$ cat config.mk
export PLATFORM = sky130hd
export DESIGN_NAME = vlan_table_engine
export DESIGN_NICKNAME = d
export VERILOG_FILES = /design/src/rtl/vte_pkg.sv /design/src/rtl/vte_table.sv /design/src/rtl/vte_search.sv /design/src/rtl/vte_viol.sv /design/src/rtl/vlan_table_engine.sv
export SDC_FILE = /design/constraint.sdc
export NUM_CORES = 2
export LEC_CHECK = 0
export BUFFER_PORTS_ARGS = -buffer_cell sky130_fd_sc_hd__buf_2
export CELL_PAD_IN_SITES_DETAIL_PLACEMENT = 1
export CELL_PAD_IN_SITES_GLOBAL_PLACEMENT = 1
export CORE_MARGIN = 1.5
export CORE_UTILIZATION = 45
export DETAILED_ROUTE_END_ITERATION = 10
export PLACE_DENSITY_LB_ADDON = 0.1
export SKIP_LAST_GASP = 1
export SLEW_MARGIN = 10
export SYNTH_ARGS = -nofsm -noshare
export SYNTH_HDL_FRONTEND = slang
export SYNTH_SLANG_ARGS = --single-unit
$ cat constraint.sdc
create_clock -name clk_i -period 6.1 [get_ports clk_i]
set_input_delay 1.22 -clock clk_i [delete_from_list [all_inputs] [get_ports clk_i]]
set_output_delay 1.22 -clock clk_i [all_outputs]
set_load 0.01 [all_outputs]
$ cat src/rtl/vte_pkg.sv
package vte_pkg;

  localparam int VID_W   = 13;
  localparam int DB_W    = 8;
  localparam int DREG_W  = 16;
  localparam int NDREG   = 3;
  localparam int DATA_W  = DREG_W * NDREG;

  typedef enum logic [2:0] {
    OP_NONE  = 3'd0,
    OP_FLUSH = 3'd1,
    OP_LOAD  = 3'd2,
    OP_NEXT  = 3'd3,
    OP_VIOL  = 3'd4
  } vte_op_e;

  typedef struct packed {
    logic [VID_W-1:0]  vid;
    logic [DB_W-1:0]   db;
    logic [DATA_W-1:0] data;
  } vte_entry_t;

endpackage

$ cat src/rtl/vte_table.sv
module vte_table
  import vte_pkg::*;
#(
  parameter int ENTRIES = 16,
  localparam int IDX_W  = $clog2(ENTRIES)
) (
  input  logic             clk_i,
  input  logic             rst_ni,
  input  logic             flush_i,
  input  logic             wr_en_i,
  input  logic [IDX_W-1:0] wr_idx_i,
  input  logic             wr_valid_i,
  input  vte_entry_t       wr_entry_i,
  input  logic [IDX_W-1:0] rd_a_idx_i,
  output logic             rd_a_valid_o,
  output logic [VID_W-1:0] rd_a_vid_o,
  input  logic [IDX_W-1:0] rd_b_idx_i,
  output vte_entry_t       rd_b_entry_o
);

  logic [ENTRIES-1:0] valid_vec;
  vte_entry_t         ent_arr [ENTRIES];

  for (genvar g = 0; g < ENTRIES; g++) begin : g_slot
    logic       v_q, v_n;
    vte_entry_t e_q, e_n;
    logic       hit_w;

    assign hit_w = wr_en_i && (wr_idx_i == IDX_W'(g));

    always_comb begin
      v_n = v_q;
      e_n = e_q;
      if (flush_i) begin
        v_n = 1'b0;
      end else if (hit_w) begin
        v_n = wr_valid_i;
        e_n = wr_entry_i;
      end
    end

    always_ff @(posedge clk_i or negedge rst_ni) begin
      if (!rst_ni) v_q <= 1'b0;
      else         v_q <= v_n;
    end

    always_ff @(posedge clk_i) begin
      if (hit_w) e_q <= e_n;
    end

    assign valid_vec[g] = v_q;
    assign ent_arr[g]   = e_q;
  end

  assign rd_a_valid_o = valid_vec[rd_a_idx_i];
  assign rd_a_vid_o   = ent_arr[rd_a_idx_i].vid;
  assign rd_b_entry_o = ent_arr[rd_b_idx_i];

endmodule

$ cat src/rtl/vte_search.sv
module vte_search
  import vte_pkg::*;
#(
  parameter int ENTRIES = 16,
  localparam int IDX_W  = $clog2(ENTRIES)
) (
  input  logic             clk_i,
  input  logic             rst_ni,
  input  logic             start_i,
  input  logic             step_i,
  input  logic [IDX_W-1:0] idx_i,
  input  logic             ent_valid_i,
  input  logic [VID_W-1:0] ent_vid_i,
  input  logic [VID_W-1:0] key_vid_i,
  output logic             hit_found_o,
  output logic [IDX_W-1:0] hit_idx_o,
  output logic             free_found_o,
  output logic [IDX_W-1:0] free_idx_o,
  output logic             best_found_o,
  output logic [IDX_W-1:0] best_idx_o
);

  logic             hit_f_q, free_f_q, best_f_q;
  logic [IDX_W-1:0] hit_i_q, free_i_q, best_i_q;
  logic [VID_W-1:0] best_v_q, best_v_n;
  logic             cur_hit, cur_free, cur_better;

  always_comb begin
    cur_hit    = ent_valid_i && (ent_vid_i == key_vid_i);
    cur_free   = !ent_valid_i;
    cur_better = ent_valid_i && (ent_vid_i > key_vid_i) &&
                 (!best_f_q || (ent_vid_i < best_v_q));

    hit_found_o  = hit_f_q || cur_hit;
    hit_idx_o    = (!hit_f_q && cur_hit) ? idx_i : hit_i_q;
    free_found_o = free_f_q || cur_free;
    free_idx_o   = (!free_f_q && cur_free) ? idx_i : free_i_q;
    best_found_o = best_f_q || cur_better;
    best_idx_o   = cur_better ? idx_i : best_i_q;
    best_v_n     = cur_better ? ent_vid_i : best_v_q;
  end

  always_ff @(posedge clk_i or negedge rst_ni) begin
    if (!rst_ni) begin
      hit_f_q  <= 1'b0;
      free_f_q <= 1'b0;
      best_f_q <= 1'b0;
      hit_i_q  <= '0;
      free_i_q <= '0;
      best_i_q <= '0;
      best_v_q <= '0;
    end else if (start_i) begin
      hit_f_q  <= 1'b0;
      free_f_q <= 1'b0;
      best_f_q <= 1'b0;
    end else if (step_i) begin
      hit_f_q  <= hit_found_o;
      hit_i_q  <= hit_idx_o;
      free_f_q <= free_found_o;
      free_i_q <= free_idx_o;
      best_f_q <= best_found_o;
      best_i_q <= best_idx_o;
      best_v_q <= best_v_n;
    end
  end

endmodule

$ cat src/rtl/vte_viol.sv
module vte_viol
  import vte_pkg::*;
#(
  parameter int SPID_W = 4
) (
  input  logic              clk_i,
  input  logic              rst_ni,
  input  logic              in_valid_i,
  input  logic [SPID_W-1:0] in_spid_i,
  input  logic [VID_W-1:0]  in_vid_i,
  input  logic              in_member_i,
  input  logic              clr_i,
  output logic              pend_o,
  output logic [SPID_W-1:0] spid_o,
  output logic [VID_W-1:0]  vid_o,
  output logic              member_o
);

  logic pend_n, capture;

  always_comb begin
    capture = in_valid_i && (!pend_o || clr_i);
    pend_n  = capture || (pend_o && !clr_i);
  end

  always_ff @(posedge clk_i or negedge rst_ni) begin
    if (!rst_ni) begin
      pend_o   <= 1'b0;
      spid_o   <= '0;
      vid_o    <= '0;
      member_o <= 1'b0;
    end else begin
      pend_o <= pend_n;
      if (capture) begin
        spid_o   <= in_spid_i;
        vid_o    <= in_vid_i;
        member_o <= in_member_i;
      end
    end
  end

endmodule

$ cat src/rtl/vlan_table_engine.sv
module vlan_table_engine
  import vte_pkg::*;
#(
  parameter int ENTRIES   = 16,
  parameter int NUM_PORTS = 11,
  localparam int IDX_W    = $clog2(ENTRIES)
) (
  input  logic        clk_i,
  input  logic        rst_ni,
  input  logic        reg_we_i,
  input  logic [2:0]  reg_addr_i,
  input  logic [15:0] reg_wdata_i,
  output logic [15:0] reg_rdata_o,
  input  logic        viol_valid_i,
  input  logic [3:0]  viol_spid_i,
  input  logic [12:0] viol_vid_i,
  input  logic        viol_member_i,
  output logic        irq_o
);

  localparam logic [2:0] A_OP  = 3'd0;
  localparam logic [2:0] A_VID = 3'd1;
  localparam logic [2:0] A_D0  = 3'd2;
  localparam logic [VID_W-1:0] END_VID = 13'h0FFF;

  function automatic logic [DREG_W-1:0] port_mask(int k);
    logic [DREG_W-1:0] m;
    m = '0;
    for (int p = 0; p < 4; p++) begin
      if (4*k + p < NUM_PORTS) m[4*p +: 4] = 4'hF;
    end
    return m;
  endfunction

  // reset synchronizer: asserts at once, releases on the clock
  logic rst_s1_q, rst_n_s;
  always_ff @(posedge clk_i or negedge rst_ni) begin
    if (!rst_ni) begin
      rst_s1_q <= 1'b0;
      rst_n_s  <= 1'b0;
    end else begin
      rst_s1_q <= 1'b1;
      rst_n_s  <= rst_s1_q;
    end
  end

  logic              busy_q, busy_n;
  vte_op_e           opc_q, opc_n;
  logic [3:0]        dbhi_q, dbhi_n, lo_q, lo_n;
  logic              full_q, full_n, mf_q, mf_n, xf_q, xf_n;
  logic [VID_W-1:0]  vid_q, vid_n;
  logic              vval_q, vval_n;
  logic [DREG_W-1:0] dreg_q [NDREG];
  logic [DREG_W-1:0] dreg_n [NDREG];
  logic [IDX_W-1:0]  idx_q, idx_n;

  logic             tbl_flush, tbl_we, tbl_wval;
  logic [IDX_W-1:0] tbl_widx;
  vte_entry_t       tbl_went, rd_b_ent;
  logic             rd_a_valid;
  logic [VID_W-1:0] rd_a_vid;
  logic             srch_start;
  logic             hit_f, free_f, best_f;
  logic [IDX_W-1:0] hit_i, free_i, best_i;
  logic             v_pend, v_member, v_clr;
  logic [3:0]       v_spid;
  logic [VID_W-1:0] v_vid;
  logic             last_slot;

  assign tbl_went = '{vid: vid_q, db: {dbhi_q, lo_q},
                      data: {dreg_q[2], dreg_q[1], dreg_q[0]}};

  vte_table #(.ENTRIES(ENTRIES)) u_table (
    .clk_i        (clk_i),
    .rst_ni       (rst_n_s),
    .flush_i      (tbl_flush),
    .wr_en_i      (tbl_we),
    .wr_idx_i     (tbl_widx),
    .wr_valid_i   (tbl_wval),
    .wr_entry_i   (tbl_went),
    .rd_a_idx_i   (idx_q),
    .rd_a_valid_o (rd_a_valid),
    .rd_a_vid_o   (rd_a_vid),
    .rd_b_idx_i   (best_i),
    .rd_b_entry_o (rd_b_ent)
  );

  vte_search #(.ENTRIES(ENTRIES)) u_search (
    .clk_i        (clk_i),
    .rst_ni       (rst_n_s),
    .start_i      (srch_start),
    .step_i       (busy_q),
    .idx_i        (idx_q),
    .ent_valid_i  (rd_a_valid),
    .ent_vid_i    (rd_a_vid),
    .key_vid_i    (vid_q),
    .hit_found_o  (hit_f),
    .hit_idx_o    (hit_i),
    .free_found_o (free_f),
    .free_idx_o   (free_i),
    .best_found_o (best_f),
    .best_idx_o   (best_i)
  );

  vte_viol #(.SPID_W(4)) u_viol (
    .clk_i       (clk_i),
    .rst_ni      (rst_n_s),
    .in_valid_i  (viol_valid_i),
    .in_spid_i   (viol_spid_i),
    .in_vid_i    (viol_vid_i),
    .in_member_i (viol_member_i),
    .clr_i       (v_clr),
    .pend_o      (v_pend),
    .spid_o      (v_spid),
    .vid_o       (v_vid),
    .member_o    (v_member)
  );

  assign irq_o     = v_pend;
  assign last_slot = (idx_q == IDX_W'(ENTRIES-1));

  // next-state logic
  always_comb begin
    busy_n = busy_q;  opc_n = opc_q;  dbhi_n = dbhi_q;  lo_n = lo_q;
    full_n = full_q;  mf_n = mf_q;    xf_n = xf_q;
    vid_n  = vid_q;   vval_n = vval_q; idx_n = idx_q;
    for (int k = 0; k < NDREG; k++) dreg_n[k] = dreg_q[k];
    tbl_flush = 1'b0; tbl_we = 1'b0; tbl_wval = 1'b0; tbl_widx = '0;
    v_clr = 1'b0; srch_start = 1'b0;

    if (!busy_q && reg_we_i) begin
      if (reg_addr_i == A_OP) begin
        opc_n  = vte_op_e'(reg_wdata_i[14:12]);
        dbhi_n = reg_wdata_i[11:8];
        lo_n   = reg_wdata_i[3:0];
        if (reg_wdata_i[15]) begin
          busy_n = 1'b1; idx_n = '0; srch_start = 1'b1;
          full_n = 1'b0; mf_n = 1'b0; xf_n = 1'b0;
        end
      end else if (reg_addr_i == A_VID) begin
        vid_n  = reg_wdata_i[VID_W-1:0];
        vval_n = reg_wdata_i[13];
      end else begin
        for (int k = 0; k < NDREG; k++) begin
          if (reg_addr_i == 3'(A_D0 + k)) dreg_n[k] = reg_wdata_i & port_mask(k);
        end
      end
    end

    if (busy_q) begin
      unique case (opc_q)
        OP_FLUSH: begin
          tbl_flush = 1'b1;
          busy_n    = 1'b0;
        end
        OP_VIOL: begin
          v_clr  = v_pend;
          mf_n   = v_pend && v_member;
          xf_n   = v_pend && !v_member;
          lo_n   = v_pend ? v_spid : 4'h0;
          if (v_pend) begin
            vid_n  = v_vid;
            vval_n = 1'b0;
          end
          busy_n = 1'b0;
        end
        OP_LOAD: begin
          idx_n = idx_q + 1'b1;
          if (last_slot) begin
            busy_n = 1'b0;
            if (hit_f) begin
              tbl_we = 1'b1; tbl_widx = hit_i; tbl_wval = vval_q;
            end else if (vval_q) begin
              if (free_f) begin
                tbl_we = 1'b1; tbl_widx = free_i; tbl_wval = 1'b1;
              end else begin
                full_n = 1'b1;
              end
            end
          end
        end
        OP_NEXT: begin
          idx_n = idx_q + 1'b1;
          if (last_slot) begin
            busy_n = 1'b0;
            if (best_f) begin
              vid_n  = rd_b_ent.vid;
              vval_n = 1'b1;
              dbhi_n = rd_b_ent.db[7:4];
              lo_n   = rd_b_ent.db[3:0];
              for (int k = 0; k < NDREG; k++)
                dreg_n[k] = rd_b_ent.data[DREG_W*k +: DREG_W];
            end else begin
              vid_n  = END_VID;
              vval_n = 1'b0;
            end
          end
        end
        default: busy_n = 1'b0;
      endcase
    end
  end

  // state registers
  always_ff @(posedge clk_i or negedge rst_n_s) begin
    if (!rst_n_s) begin
      busy_q <= 1'b0; opc_q <= OP_NONE; dbhi_q <= '0; lo_q <= '0;
      full_q <= 1'b0; mf_q <= 1'b0; xf_q <= 1'b0;
      vid_q  <= '0;   vval_q <= 1'b0; idx_q <= '0;
      for (int k = 0; k < NDREG; k++) dreg_q[k] <= '0;
    end else begin
      busy_q <= busy_n; opc_q <= opc_n; dbhi_q <= dbhi_n; lo_q <= lo_n;
      full_q <= full_n; mf_q <= mf_n; xf_q <= xf_n;
      vid_q  <= vid_n;  vval_q <= vval_n; idx_q <= idx_n;
      for (int k = 0; k < NDREG; k++) dreg_q[k] <= dreg_n[k];
    end
  end

  // register read
  always_comb begin
    reg_rdata_o = '0;
    if (reg_addr_i == A_OP) begin
      reg_rdata_o = {busy_q, opc_q, dbhi_q, full_q, mf_q, xf_q, 1'b0, lo_q};
    end else if (reg_addr_i == A_VID) begin
      reg_rdata_o = {2'b00, vval_q, vid_q};
    end else begin
      for (int k = 0; k < NDREG; k++) begin
        if (reg_addr_i == 3'(A_D0 + k)) reg_rdata_o = dreg_q[k];
      end
    end
  end

endmodule

==> reports/metrics.yaml <==
outcome: "finished, final reports clean"
critPathTopFamily: "multiplexers"
ctsHoldBuffers: 0
clock_sinks: 1250
tns_ns: 0
p_int_w: 0.0156
synthArstFlopShare_pct: 11.7
synth_cells: 2958
drt_iter0_drc: 2980
synth.distinct_cells: 71
fp.dieW_um: 343
netSwitchingFraction_pct: 23.5
fp-row-count: 124
h-tree-depth: 4
synthToLayoutAreaGrowth_pct: 14.9
hold_viol: 0
cts_setup_buffers: 0
crit_fanout: 39
worstMarginPinSlew_ns: 1.04
final_nets: 3167
routed_wl_um: 159000
period_needed_ns: 5.65
startpoint_type: "flop"
cts_root_buffer: "clkbuf_16"
path_cells: "buf_12 -> mux4_2 -> mux4_2 -> ha_1 -> nand4_1 -> or2_2 -> a211o_1 -> a31oi_2 -> and3_1 -> mux2_8 -> nor2_8 -> a221oi_1 -> a221o_1 -> a311oi_1"
drv_slew: 0
syn-num-nets: 3025
numCtsBuffers: 136
synth_edf_count: 1104
grt_pass1_vias: 31629
rsz0062_at_grt: "no"
max_slew_margin_pct: 30.3
total_power_w: 0.0204
critPathSlowestCell: "mux4_2"
power.switching_w: 0.00478
antenna_found_initial: 3
maxCapViolations: 0
avgViaCountPerCell: 6.34
drtAntennaViolNets: 0
die_area_mm2: 0.117
peakVddDrop_mv: 0.278
hpwl_um: 91000
clockPowerShare_pct: 41.5
portBuffers: 57
ys.flop_type: "edfxtp_1"
seq_area_frac_synth_pct: 70.9
start_util_pct: 45.4
ios: 58
core_area_mm2: 0.114
power_density_mw_per_mm2: 341
slowest_delay_ns: 0.56
power_leakage_nw: 20.0
nFillCells: 10365
yosys.area.top_type: "edfxtp_1"
critPathMostFrequentCell: "mux4_2"
die_h_um: 343
grt_util_all_layers_pct: 27.3
final_common_cell: "edfxtp_1"
num_vias: 29949
grt_pass1_wl_um: 228000
syn_area_per_cell_um2: 17.6
utilization_pct: 52.2
drc: 0
insertion_delay_ns: 0.75
fmax_ghz: 0.177
grt_max_degree: 115
synth.area.top_cells: "edfxtp_1, mux4_2, dfrtp_1"
synth_area_mm2: 0.0519
wl_per_cell_um: 33.6
layout-drive-gt1-share_pct: 23.2
crit_path_end_kind: "flop"
dr.pass1.iters: 5
synth_seq_cells: 1250
yosys_warnings: 0
skew_ns: 0.0305
finalCritPeriodShare_pct: 92.6
ctsResizeCount: 0
tritoncts: "built"
overflow: 0
crit_type: "flop to flop"
required_ns: 6.72
cp.arrival_ns: 6.27
holdCritPathClass: "primary input to async pin"
synth_top_area_share_pct: 63.8
final_cell_mix: "edfxtp_1, mux4_2, nand2_1, mux2i_1, dfrtp_1"
clockBufferDepth: 3
setup-violations-final: 0
crit_buf_inv: 1
power_frac_seq_pct: 50.3
clk_pin_slew_worst_paths_ns: 0.06
gp_congestion: 0.847
p_comb_share_pct: 8.2
==> power groups by stage <==
stage          combinational [W]  sequential (W)  clock (W)
2_1_floorplan            0.00110          0.0102          0
3_3_place_gp             0.00162          0.0104          0
3_5_place_dp             0.00166          0.0104          0
4_1_cts                  0.00167          0.0103    0.00858
5_1_grt                  0.00177          0.0103    0.00884
6_report                 0.00166          0.0103    0.00845
==> layer usage <==
| metal | global-route usage (%) | up-vias | share of wire (%) |
|---|---|---|---|
| li1 | - | 12227 | - |
| met4 | 8.67 | 0 | 2.9 |
| met5 | 0 | - | 0 |
| met1 | 37.6 | 16277 | 42 |
| met3 | 4.22 | 272 | 6.3 |
| met2 | 44.8 | 1173 | 49 |
==> sequential cells by signal, indices dropped and copies added (netlist names), 13 cells and up <==
signal and count:
u_viol.vid_o 13, dreg_q 48, u_table.ent_arr 1104, u_table.g_slot.v_q 16, vid_q 13, u_search.best_v_q 13
==> per-stage QoR <==
step,area [um2],cells,hold WS (ns),worst slack (ns)
6_report,59700,4723,0.245,0.453
5_1_grt,59700,4722,0.220,0.215
3_3_place_gp,55100,4474,0.339,0.556
3_5_place_dp,55100,4474,0.339,0.501
4_1_cts,59700,4722,0.207,0.443
2_1_floorplan,52000,2958,0.331,-0.0591
==> cells by family after synthesis <==
family,after synthesis,synth area share [%]
xor+xnor,3,0.0506
other cells,1,0.00722
fa+ha+maj,26,0.626
buf+inv,220,1.92
compound gates,384,5.04
mux,529,16.7
flops,1250,70.9
simple gates,545,4.75
==> synth_stat cells (4+ instances only) <==
cell type  count
o31a_1        11
o21ai_1        4
dfrtp_1      146
buf_4         14
mux4_2       266
nor2_1        65
a31oi_1       27
o211ai_1       5
a21boi_0      12
o22ai_1       15
a22oi_1        4
buf_1         17
o31ai_1        6
a21oi_1       78
a311oi_1      11
and2_1         8
mux2i_1      214
a211oi_1       9
nand2b_1       8
nand3b_1       4
a32oi_1       14
inv_1         33
and3_1        42
clkbuf_1      90
buf_6          6
nand4_1        5
nor2b_1        4
a22o_1        13
a221o_1       10
a221oi_1      59
edfxtp_1    1104
nor3_1         9
buf_2         59
o21ai_0       85
a21o_1         4
ha_1          26
mux2_2        46
nand2_1      267
nand3_1      113
==> final cells by class <==
class                           count  area, um2  share of cell area (%)
Antenna cell                        1       2.50                 0.00419
Clock buffer                      194       3890                    6.51
Clock inverter                     54        699                    1.17
Inverter                           34        128                   0.214
Multi-Input combinational cell   1488      14400                    24.1
Sequential cell                  1250      36800                    61.7
Tap cell                         1512       1890                    3.17
Timing Repair Buffer              190       1870                    3.14
==> path summary, 6_finish.rpt <==
check                         start         end  slack, ns  depth (start not counted)
setup / recovery           idx_q[0]   vid_q[10]       0.45                         14
hold reg to reg             rst_n_s  dreg_q[41]       0.34                          0
setup reg to reg           idx_q[0]   vid_q[10]       0.45                         14
min in group clk_i         rst_s1_q     rst_n_s       0.36                          0
hold / removal               rst_ni    rst_s1_q       0.25                          1
max in group asynchronous   rst_n_s    idx_q[0]       4.40                          1
(Power assumes the default switching activity.)
